--- src/rtl/hs4_pkg.sv ---
package hs4_pkg;

    typedef enum logic [2:0] {
        PH_IDLE  = 3'd0,
        PH_RUN   = 3'd1,
        PH_FWD   = 3'd2,
        PH_HELD  = 3'd3,
        PH_DRAIN = 3'd4,
        PH_RET   = 3'd5
    } phase_e;

    typedef struct packed {
        phase_e ph;
        logic   start;
        logic   rout;
        logic   ain;
        logic   err;
    } seq_s;

    typedef struct packed {
        logic   ok_req;
        logic   ok_done;
        logic   ok_ack;
    } exp_s;

endpackage

--- src/rtl/hs4_guard.sv ---
module hs4_guard
    import hs4_pkg::*;
(
    input  phase_e ph,
    input  logic   req_in,
    input  logic   done,
    input  logic   ack_out,
    output logic   viol,
    output logic   adv
);
    exp_s lvl;   // level each steady input must hold
    exp_s care;  // which inputs must hold steady in this phase

    always_comb begin
        lvl  = '0;
        care = '1;
        adv  = 1'b0;
        unique case (ph)
            PH_IDLE: begin
                care.ok_req = 1'b0;
                adv = req_in;
            end
            PH_RUN: begin
                lvl.ok_req   = 1'b1;
                care.ok_done = 1'b0;
                adv = done;
            end
            PH_FWD: begin
                lvl.ok_req  = 1'b1;
                lvl.ok_done = 1'b1;
                care.ok_ack = 1'b0;
                adv = ack_out;
            end
            PH_HELD: begin
                lvl.ok_done = 1'b1;
                lvl.ok_ack  = 1'b1;
                care.ok_req = 1'b0;
                adv = !req_in;
            end
            PH_DRAIN: begin
                lvl.ok_ack   = 1'b1;
                care.ok_done = 1'b0;
                adv = !done;
            end
            PH_RET: begin
                care.ok_ack = 1'b0;
                adv = !ack_out;
            end
            default: begin
                adv = 1'b0;
            end
        endcase
        viol = (care.ok_req  && (req_in  != lvl.ok_req))
            || (care.ok_done && (done    != lvl.ok_done))
            || (care.ok_ack  && (ack_out != lvl.ok_ack))
            || (ph > PH_RET);
    end
endmodule

--- src/rtl/hs4_seq.sv ---
module hs4_seq
    import hs4_pkg::*;
(
    input  logic   clk,
    input  logic   rst_n,
    input  logic   viol,
    input  logic   adv,
    output phase_e ph,
    output logic   start,
    output logic   rout,
    output logic   ain,
    output logic   err,
    output logic   cap
);
    seq_s s_d, s_q;

    always_comb begin
        s_d = s_q;
        cap = 1'b0;
        if (viol) begin
            s_d.err = 1'b1;
        end else if (adv) begin
            unique case (s_q.ph)
                PH_IDLE:  begin s_d.ph = PH_RUN;   s_d.start = 1'b1; end
                PH_RUN:   begin s_d.ph = PH_FWD;   s_d.rout  = 1'b1; cap = 1'b1; end
                PH_FWD:   begin s_d.ph = PH_HELD;  s_d.ain   = 1'b1; end
                PH_HELD:  begin s_d.ph = PH_DRAIN; s_d.start = 1'b0; end
                PH_DRAIN: begin s_d.ph = PH_RET;   s_d.rout  = 1'b0; end
                PH_RET:   begin s_d.ph = PH_IDLE;  s_d.ain   = 1'b0; end
                default:  begin s_d.ph = PH_IDLE; end
            endcase
        end
    end

    always_ff @(posedge clk or negedge rst_n) begin
        if (!rst_n) s_q <= '{ph: PH_IDLE, start: 1'b0, rout: 1'b0, ain: 1'b0, err: 1'b0};
        else        s_q <= s_d;
    end

    assign ph    = s_q.ph;
    assign start = s_q.start;
    assign rout  = s_q.rout;
    assign ain   = s_q.ain;
    assign err   = s_q.err;

    // one output edge per clock at most
    assert_one_edge_R10: assert property (@(posedge clk) disable iff (!rst_n)
        $countones({start, rout, ain} ^ $past({start, rout, ain})) <= 1);

    // a flagged fault freezes the phase
    assert_hold_on_fault_R9: assert property (@(posedge clk) disable iff (!rst_n)
        viol |=> $stable(ph) && err);

    // fault flag is sticky
    assert_err_sticky_R9: assert property (@(posedge clk) disable iff (!rst_n)
        err |=> err);
endmodule

--- src/rtl/hs4_bundle.sv ---
module hs4_bundle #(
    parameter int W = 16
) (
    input  logic         clk,
    input  logic         rst_n,
    input  logic         cap,
    input  logic [W-1:0] din,
    input  logic         rout,
    output logic [W-1:0] dout
);
    logic [W-1:0] data_d, data_q;

    always_comb begin
        data_d = data_q;
        if (cap) data_d = din;
    end

    always_ff @(posedge clk or negedge rst_n) begin
        if (!rst_n) data_q <= '0;
        else        data_q <= data_d;
    end

    assign dout = data_q;

    // bundled result holds while the output request is up
    assert_data_hold_R8: assert property (@(posedge clk) disable iff (!rst_n)
        (rout && $past(rout)) |-> $stable(dout));
endmodule

--- src/rtl/hs4_ctrl.sv ---
module hs4_ctrl
    import hs4_pkg::*;
#(
    parameter int W = 16
) (
    input  logic         clk,
    input  logic         rst_n,
    input  logic         req_in,
    output logic         ack_in,
    output logic         dp_start,
    input  logic         dp_done,
    input  logic [W-1:0] res_in,
    output logic         req_out,
    input  logic         ack_out,
    output logic [W-1:0] data_out,
    output logic         proto_err
);
    phase_e ph;
    logic   viol, adv, cap;

    hs4_guard u_guard (
        .ph      (ph),
        .req_in  (req_in),
        .done    (dp_done),
        .ack_out (ack_out),
        .viol    (viol),
        .adv     (adv)
    );

    hs4_seq u_seq (
        .clk   (clk),
        .rst_n (rst_n),
        .viol  (viol),
        .adv   (adv),
        .ph    (ph),
        .start (dp_start),
        .rout  (req_out),
        .ain   (ack_in),
        .err   (proto_err),
        .cap   (cap)
    );

    hs4_bundle #(.W(W)) u_bundle (
        .clk   (clk),
        .rst_n (rst_n),
        .cap   (cap),
        .din   (res_in),
        .rout  (req_out),
        .dout  (data_out)
    );


    assert_start_rise_R2: assert property (@(posedge clk) disable iff (!rst_n)
        $rose(dp_start) |-> $past(req_in));

    assert_rout_rise_R3: assert property (@(posedge clk) disable iff (!rst_n)
        $rose(req_out) |-> $past(dp_done) && $past(dp_start));

    assert_ain_rise_R4: assert property (@(posedge clk) disable iff (!rst_n)
        $rose(ack_in) |-> $past(ack_out) && $past(req_out));

    assert_rout_fall_R6: assert property (@(posedge clk) disable iff (!rst_n)
        $fell(req_out) |-> !$past(dp_done) && !$past(dp_start));
endmodule

--- config.mk ---
export PLATFORM = sky130hd
export DESIGN_NAME = hs4_ctrl
export DESIGN_NICKNAME = d
export VERILOG_FILES = /design/src/rtl/hs4_pkg.sv /design/src/rtl/hs4_guard.sv /design/src/rtl/hs4_seq.sv /design/src/rtl/hs4_bundle.sv /design/src/rtl/hs4_ctrl.sv
export SDC_FILE = /design/constraint.sdc
export NUM_CORES = 1
export LEC_CHECK = 0
export ABC_AREA = 1
export BUFFER_PORTS_ARGS = -buffer_cell sky130_fd_sc_hd__clkbuf_2
export CORE_MARGIN = 8
export CORE_UTILIZATION = 41
export CTS_BUF_LIST = sky130_fd_sc_hd__clkbuf_16
export DETAILED_ROUTE_END_ITERATION = 8
export PLACE_DENSITY = 0.71
export SYNTH_ARGS = -nofsm -noshare
export SYNTH_HDL_FRONTEND = slang
export SYNTH_SLANG_ARGS = --single-unit
--- constraint.sdc ---
create_clock -name clk -period 3.8 [get_ports clk]
set_input_delay 0 -clock clk [delete_from_list [all_inputs] [get_ports clk]]
set_output_delay 0 -clock clk [all_outputs]
set_load 0.02 [all_outputs]
==> key figures, run 1 <==
Floorplan
  – FP Rows: 19
  – Initial core utilization: 42.47%
  – Die area: 4759 sq um
  – Chip height: 68.99 microns
  – IO Pins: 41
  – Die width: ~70 microns
  – Core area: around 2700 sq um

Placement
  – RD Place Congestion: approximately 0.85
  – Placed Cells: between 200 and 250
  – Worst slack at placement: ~1.7 ns
  – Port bufs: 40
  – Placed wire-length estimate: 2079 microns

Global routing
  – Total GRT Usage: 13.49%
  – Number of global-route vias before repair: 1098
  – GR Overflow Total: 0
  – First-pass GRT wire length: 4905 microns
  – Largest net degree at the start of global routing: 27
  – Initial antenna violation count: 0

Timing
  – Fin crit period: roughly 2 ns
  – Max Fclk: approximately 490 MHz
  – Worst Skew: 0.003073 ns
  – Worst setup slack after layout: 1.750 ns
  – Post-Route Setup TNS: 0 ns
  – Share of the clock period used by the worst path: 53.94%
  – Final Hold Vio Count: 0
  – RSZ-0062 raised after global routing: no
  – Final Setup Violations: 0
  – Slew @ Worst Pin: 0.5584 ns
  – Fin. max-slew vios: 0
  – Slew HR: 62.77%
  – Worst-case hold slack: 0.003678 ns

Route
  – DR iter-0 viols: 55
  – Vias: 1136
  – Via-to-Cell Ratio: approximately 4.8
  – Met3 routed WL: roughly 210 microns
  – Wire per inst: 12.67 microns
  – DRC errors left: 0
  – WL final: 2991 microns
  – Detailed-router iteration count before antenna repair: 4
  – Highest Signal Layer: met4
  – Met2 Wirelength: between 1000 and 1500 microns
  – M1 wire length: 1252 microns
  – DRT antenna net count: 0

Clock tree
  – Clock-pin slew on the worst setup and hold paths: 0.06 ns
  – CTS tree: done
  – Clk buf depth: 2
  – Num CTS Buffers: 3
  – Post-CTS Resized: 0
  – Clk_lat worst skew: 0.25 ns
  – Clock Sinks: 23
  – H-Tree Depth: 1
  – Clk root buf: clkbuf_16

Synth
  – Syn Area/Cell: between 7 and 8 sq um
  – Post-Syn Instances: 150
  – Seq/Total Area, Yosys: roughly 50%
  – Count of different cell masters after synthesis: 15
  – Synth area leaders: dfrtp_1 (50%), nand2_1 (21%), nand3_1 (13%), inv_1 (2.9%), nor2_4 (2.9%)
  – Ys Warns: 0
  – Largest area contributor in the netlist: dfrtp_1
  – Synthesized Nets: 171
  – Yosys top cell area share: 50.00%
  – Mapped Area: 1151 sq um
  – #FFs+latches synth: 23

Cells and area
  – Layout Nets: 227
  – Final Non-Filler Cells: 236
  – Area growth syn-to-layout: 38.37%
  – Ant diodes: 0
  – Ratio of cells with drive above 1 in the final layout: 24.88%
  – Filler cell count: 256

Power and ir drop
  – Peak VDD IR: 0.4913 mV
  – Power Density: 813.5 nW/um^2
  – Leakage power figure: a little over 0.9 nW

Setup path
  – Worst EP arrival: 2.19 ns
  – Worst setup SP type: register
  – Kind of critical path: reg2reg
  – Worst-path fanout max: 26
  – CP Capture Type: register
  – Worst EP required: between 3 and 4 ns

Flow run
  – Max-Cap Viols: 0

Run status
  – Status: completed

Hold path
  – Hold WC Path Type: in2reg
[stage by stage]
step           instance area (sq um)  power [W]  util (%)
6_report                        1593   0.001296     58.77
3_5_place_dp                    1353   0.001067     49.91
4_1_cts                         1593   0.001307     58.77
3_3_place_gp                    1353   0.001053     49.91
5_1_grt                         1593   0.001412     58.77
2_1_floorplan                   1151  0.0009038         -
[cell usage in the layout, fill, tap and decap left out]
cell and n:
a21oi_1 2, clkbuf_16 3, clkbuf_2 40, clkinv_2 1, dfrtp_1 23, dlygate4sd3_1 16, inv_1 9, inv_2 2
nand2_1 64, nand2_2 1, nand2_4 1, nand3_1 31, nor2_1 4, nor2_4 3, o21ai_0 4, o21ai_1 1
[registers in the layout, summed over array words and instances (netlist names)]
register       flops
u_seq.rout         1
u_seq.ain          1
u_seq.err          1
u_bundle.dout     16
u_seq.start        1
u_seq.ph           3
[area by class of cell]
| type | count | area (sq um) | area share [%] |
|---|---|---|---|
| tap | 31 | 38.79 | 2.435 |
| clock buffer | 3 | 75.07 | 4.713 |
| inverter | 11 | 41.29 | 2.592 |
| multi-input combinational | 111 | 496.7 | 31.19 |
| timing repair buffer | 56 | 360.3 | 22.62 |
| clock inverter | 1 | 5.005 | 0.3142 |
| sequential | 23 | 575.6 | 36.14 |
[kinds of logic after synthesis]
| kind of cell | after synthesis | synth area share, % |
|---|---|---|
| AO/OA/AOI/OAI | 7 | 3.043 |
| buffers and inverters | 16 | 6.847 |
| flip-flops | 23 | 50.00 |
| AND/OR/NAND/NOR | 104 | 40.11 |
[cell usage after synthesis (all sizes together)]
cell / count
clkbuf: 1
inv: 11
nor2: 7
dfrtp: 23
nand3: 31
o21ai: 5
a21oi: 2
buf: 4
nand2: 66
[worst max-delay path, stage by stage, from the launching register on]
cell and delay, ns:
dfrtp_1 0.51, inv_1 0.11, o21ai_0 0.16, nand2_1 0.11, nand3_1 0.09, nand2_1 0.09, nor2_4 0.44, nand2_4 0.24
nand2_1 0.12, nand2_1 0.06
[worst paths after layout]
check	from	endpoint	slack, ns	depth (start not counted)
max	u_seq.ph[1]$_DFFE_PN0P_	u_bundle.dout[15]$_DFFE_PN0P_	1.75	9
min	res_in[15]	u_bundle.dout[15]$_DFFE_PN0P_	0.004	3
max reg2reg	u_seq.ph[1]$_DFFE_PN0P_	u_bundle.dout[15]$_DFFE_PN0P_	1.75	9
min reg2reg	u_bundle.dout[4]$_DFFE_PN0P_	u_bundle.dout[4]$_DFFE_PN0P_	0.47	2
max in group asynchronous	rst_n	u_bundle.dout[6]$_DFFE_PN0P_	3.15	2
min in group asynchronous	rst_n	u_seq.err$_DFFE_PN0P_	0.28	2
[layer usage]
layer,vias to the layer above,global-route usage [%]
met2,36,23.36
met5,-,0
met3,6,2.423
met4,0,6.266
met1,507,15.75
li1,587,-
[report_power, final]
part / switching, W / total, W / internal, W
Sequential: 0.0000781 / 0.000427 / 0.000349
Combinational: 0.000446 / 0.000644 / 0.000199
Clock: 0.0000825 / 0.000224 / 0.000141
[timing repair]
item | 4_1_cts | 5_1_grt
setup buffers | 0 | 0
hold buffers | 16 | 0
endpoints found under the hold margin | 38 | 0
No activity file was read; power rests on OpenSTA's default activity.
==> inputs of run 2 (changes only) <==
clock period = 1.94 ns   (was 3.8 ns; I/O delays follow)
==> run 2 against run 1 <==
Against the previous run:
- clock skew decreased by 0.0014 ns
- worst setup slack worse by 1.6 ns
- flip-flop and latch count unchanged
- total power increased by 110%
- critical path depth grew 1
- sequential power rose by 96%
- non-clock buffer count grew 6
- final area up 3.1%
- critical endpoint unchanged
- utilization rose by 1.8 points
- via count grew 1.4%
- critical path type unchanged
- die area unchanged
- sequential share of layout area fell by 1.0 points
==> key figures, run 2 (synthesis gave the netlist of run 1 again) <==
Power and ir drop
  – Peak VDD IR: 0.8988 mV (+83%)
  – Sequential share of power: 31.4% (-1.6 points)
  – Psw: 0.001227 W (+100%)
  – Leakage power figure: 0.9440 nW (+3.1%)
  – Overall power: 0.002669 W (+110%)
  – Clock Power Share: 16.7% (-0.6 points)
  – Share of total power in combinational logic: 51.9% (+2.2 points)
  – Int Power: 0.001442 W (+110%)
  – Sw frac: 45.98% (-0.82 points)
  – Power Density: 1626 nW/um^2 (+100%)

Timing
  – Worst Skew: 0.001688 ns (-0.001385 ns)
  – Slew HR: 62.57% (-0.20 points)
  – Worst setup slack after layout: 0.1998 ns (-1.551 ns)
  – Share of the clock period used by the worst path: 89.70% (+36 points)
  – Post-Route Setup TNS: 0 ns (unchanged)
  – RSZ-0062 raised after global routing: no
  – Final Setup Violations: 0 (unchanged)
  – Fin crit period: 1.740 ns (-0.3095 ns)
  – Final Hold Vio Count: 0 (unchanged)
  – Slew @ Worst Pin: 0.5615 ns (+0.003063 ns)
  – Max Fclk: 574.6 MHz (+18%)
  – Fin. max-slew vios: 0 (unchanged)

Setup path
  – R2R Path End: u_bundle.dout[15]$_DFFE_PN0P_
  – Worst EP arrival: 1.88 ns (-0.31 ns)
  – Kind of critical path: reg2reg
  – R2r setup slk: 0.20 ns (-1.55 ns)
  – Worst setup SP type: register
  – Reg-to-reg startpoint: u_seq.ph[2]$_DFFE_PN0P_
  – Worst EP required: 2.08 ns (-1.86 ns)
  – CP Capture Type: register
  – Worst-path fanout max: 17 (-35%)
  – Worst R2R Path Depth: 10 (+1)

Floorplan
  – Core area: 2710 sq um (unchanged)
  – Chip height: 68.99 microns (unchanged)
  – IO Pins: 41 (unchanged)
  – Die width: 68.99 microns (unchanged)
  – Initial core utilization: 42.47% (unchanged)
  – Die area: 4759 sq um (unchanged)
  – FP Rows: 19 (unchanged)

Clock tree
  – CTS tree: done
  – Clk_lat worst skew: 0.26 ns (about the same)
  – Clock-pin slew on the worst setup and hold paths: 0.06 ns (about the same)
  – Num CTS Buffers: 3 (unchanged)
  – Clk buf depth: 2 (unchanged)
  – H-Tree Depth: 1 (unchanged)
  – Clk root buf: clkbuf_16
  – Clock Sinks: 23 (unchanged)

Placement
  – Placed wire-length estimate: 2247 microns (+8.1%)
  – Worst slack at placement: 0.1967 ns (-1.549 ns)
  – Port bufs: 40 (unchanged)
  – RD Place Congestion: 0.8715 (+3.0%)
  – Cell Area, Placed: 1375 sq um (+1.7%)

Cells and area
  – Ant diodes: 0 (unchanged)
  – Area of the multi-input gates: 496.7 sq um (unchanged)
  – Sequential cell area: 576.8 sq um (+0.22%)
  – Area growth syn-to-layout: 42.61%
  – Ratio of cells with drive above 1 in the final layout: 27.01% (+2.1 points)
  – Layout Nets: 233 (+2.6%)
  – Max FFs per register: 16 (unchanged)
  – Filler cell count: 261 (+2.0%)
  – Most frequent cells in the layout: nand2_1 (64), clkbuf_2 (40), nand3_1 (31), dfrtp_1 (22), dlygate4sd3_1 (17)
  – Final Instance Area: 1642 sq um (+3.1%)
  – Commonest non-fill, non-tap cell in the layout: nand2_1

Route
  – Vias: 1152 (+1.4%)
  – Detailed-router iteration count before antenna repair: 5 (+1)
  – Via-to-Cell Ratio: 4.760 (-1.1%)
  – WL final: 3129 microns (+4.6%)
  – DRC errors left: 0 (unchanged)
  – Wire per inst: 12.93 microns (+2.0%)
  – DR iter-0 viols: 69 (+25%)
  – DRT antenna net count: 0 (unchanged)

Global routing
  – First-pass GRT wire length: 5002 microns (+2.0%)
  – Largest net degree at the start of global routing: 24 (-11%)
  – Initial antenna violation count: 0 (unchanged)
  – Number of global-route vias before repair: 1120 (+2.0%)
  – Total GRT Usage: 13.52% (+0.027 points)
  – GR Overflow Total: 0 (unchanged)

Flow run
  – Max-Cap Viols: 0 (unchanged)

Hold path
  – Hold WC Path Type: in2async

Run status
  – Status: completed
run 2: power by group through the flow:
stage                     Clock (W)  Sequential, W  Combinational, W
after floorplan                   0        0.00102          0.000748
after global placement            0       0.000831           0.00128
after detailed placement          0       0.000840           0.00132
after CTS                  0.000458       0.000832           0.00134
after global routing       0.000478       0.000868           0.00154
final                      0.000446       0.000839           0.00138
run 2: layer usage:
layer | share of wire (%) | global-route usage, % | vias to the layer above
met5 | 0 | 0 | -
met1 | 40 | 15.36 | 513
met3 | 11 | 4.362 | 2
met2 | 49 | 24.05 | 37
met4 | 0.16 | 3.008 | 0
li1 | - | - | 600
run 2: area by class of cell:
class                           count  share of cell area, %
Sequential cell                    23                  35.14
Clock buffer                        3                  4.573
Timing Repair Buffer               62                  24.85
Multi-Input combinational cell    111                  30.26
Inverter                           11                  2.515
Clock inverter                      1                 0.3049
Tap cell                           31                  2.363
run 2: what timing repair did:
item,CTS,global route
hold buffers,17,0
endpoints found under the hold margin,39,0
resized for setup,0,1
endpoints found under the setup margin,0,17
buffers inserted,0,2
run 2: how the worst max path moves through the flow:
stage,from,end,cells past startpoint
2_1_floorplan,u_seq.ph[1]$_DFFE_PN0P_,u_bundle.dout[0]$_DFFE_PN0P_,12
3_3_place_gp,u_seq.ph[1]$_DFFE_PN0P_,u_bundle.dout[2]$_DFFE_PN0P_,10
3_5_place_dp,u_seq.ph[1]$_DFFE_PN0P_,u_bundle.dout[15]$_DFFE_PN0P_,9
4_1_cts,u_seq.ph[1]$_DFFE_PN0P_,u_bundle.dout[15]$_DFFE_PN0P_,9
5_1_grt,u_seq.ph[1]$_DFFE_PN0P_,u_bundle.dout[15]$_DFFE_PN0P_,10
6_report,u_seq.ph[2]$_DFFE_PN0P_,u_bundle.dout[15]$_DFFE_PN0P_,10
run 2: through the flow:
| step | instances | utilization, % | hold slack (ns) |
|---|---|---|---|
| 2_1_floorplan | 150 | - | -0.2956 |
| 3_3_place_gp | 219 | 50.74 | 0.002882 |
| 3_5_place_dp | 219 | 50.74 | 0.01844 |
| 4_1_cts | 240 | 59.97 | 0.2840 |
| 5_1_grt | 242 | 60.57 | 0.3371 |
| 6_report | 242 | 60.57 | 0.2616 |
run 2: worst max-delay path, stage by stage (launching register included):
cell,delay [ns]
dfrtp_1,0.45
inv_2,0.16
nand2_1,0.12
nand2_1,0.08
o21ai_0,0.06
inv_1,0.06
nand2_1,0.09
nor2_4,0.27
nand2_4,0.18
nand2_1,0.10
nand2_1,0.06
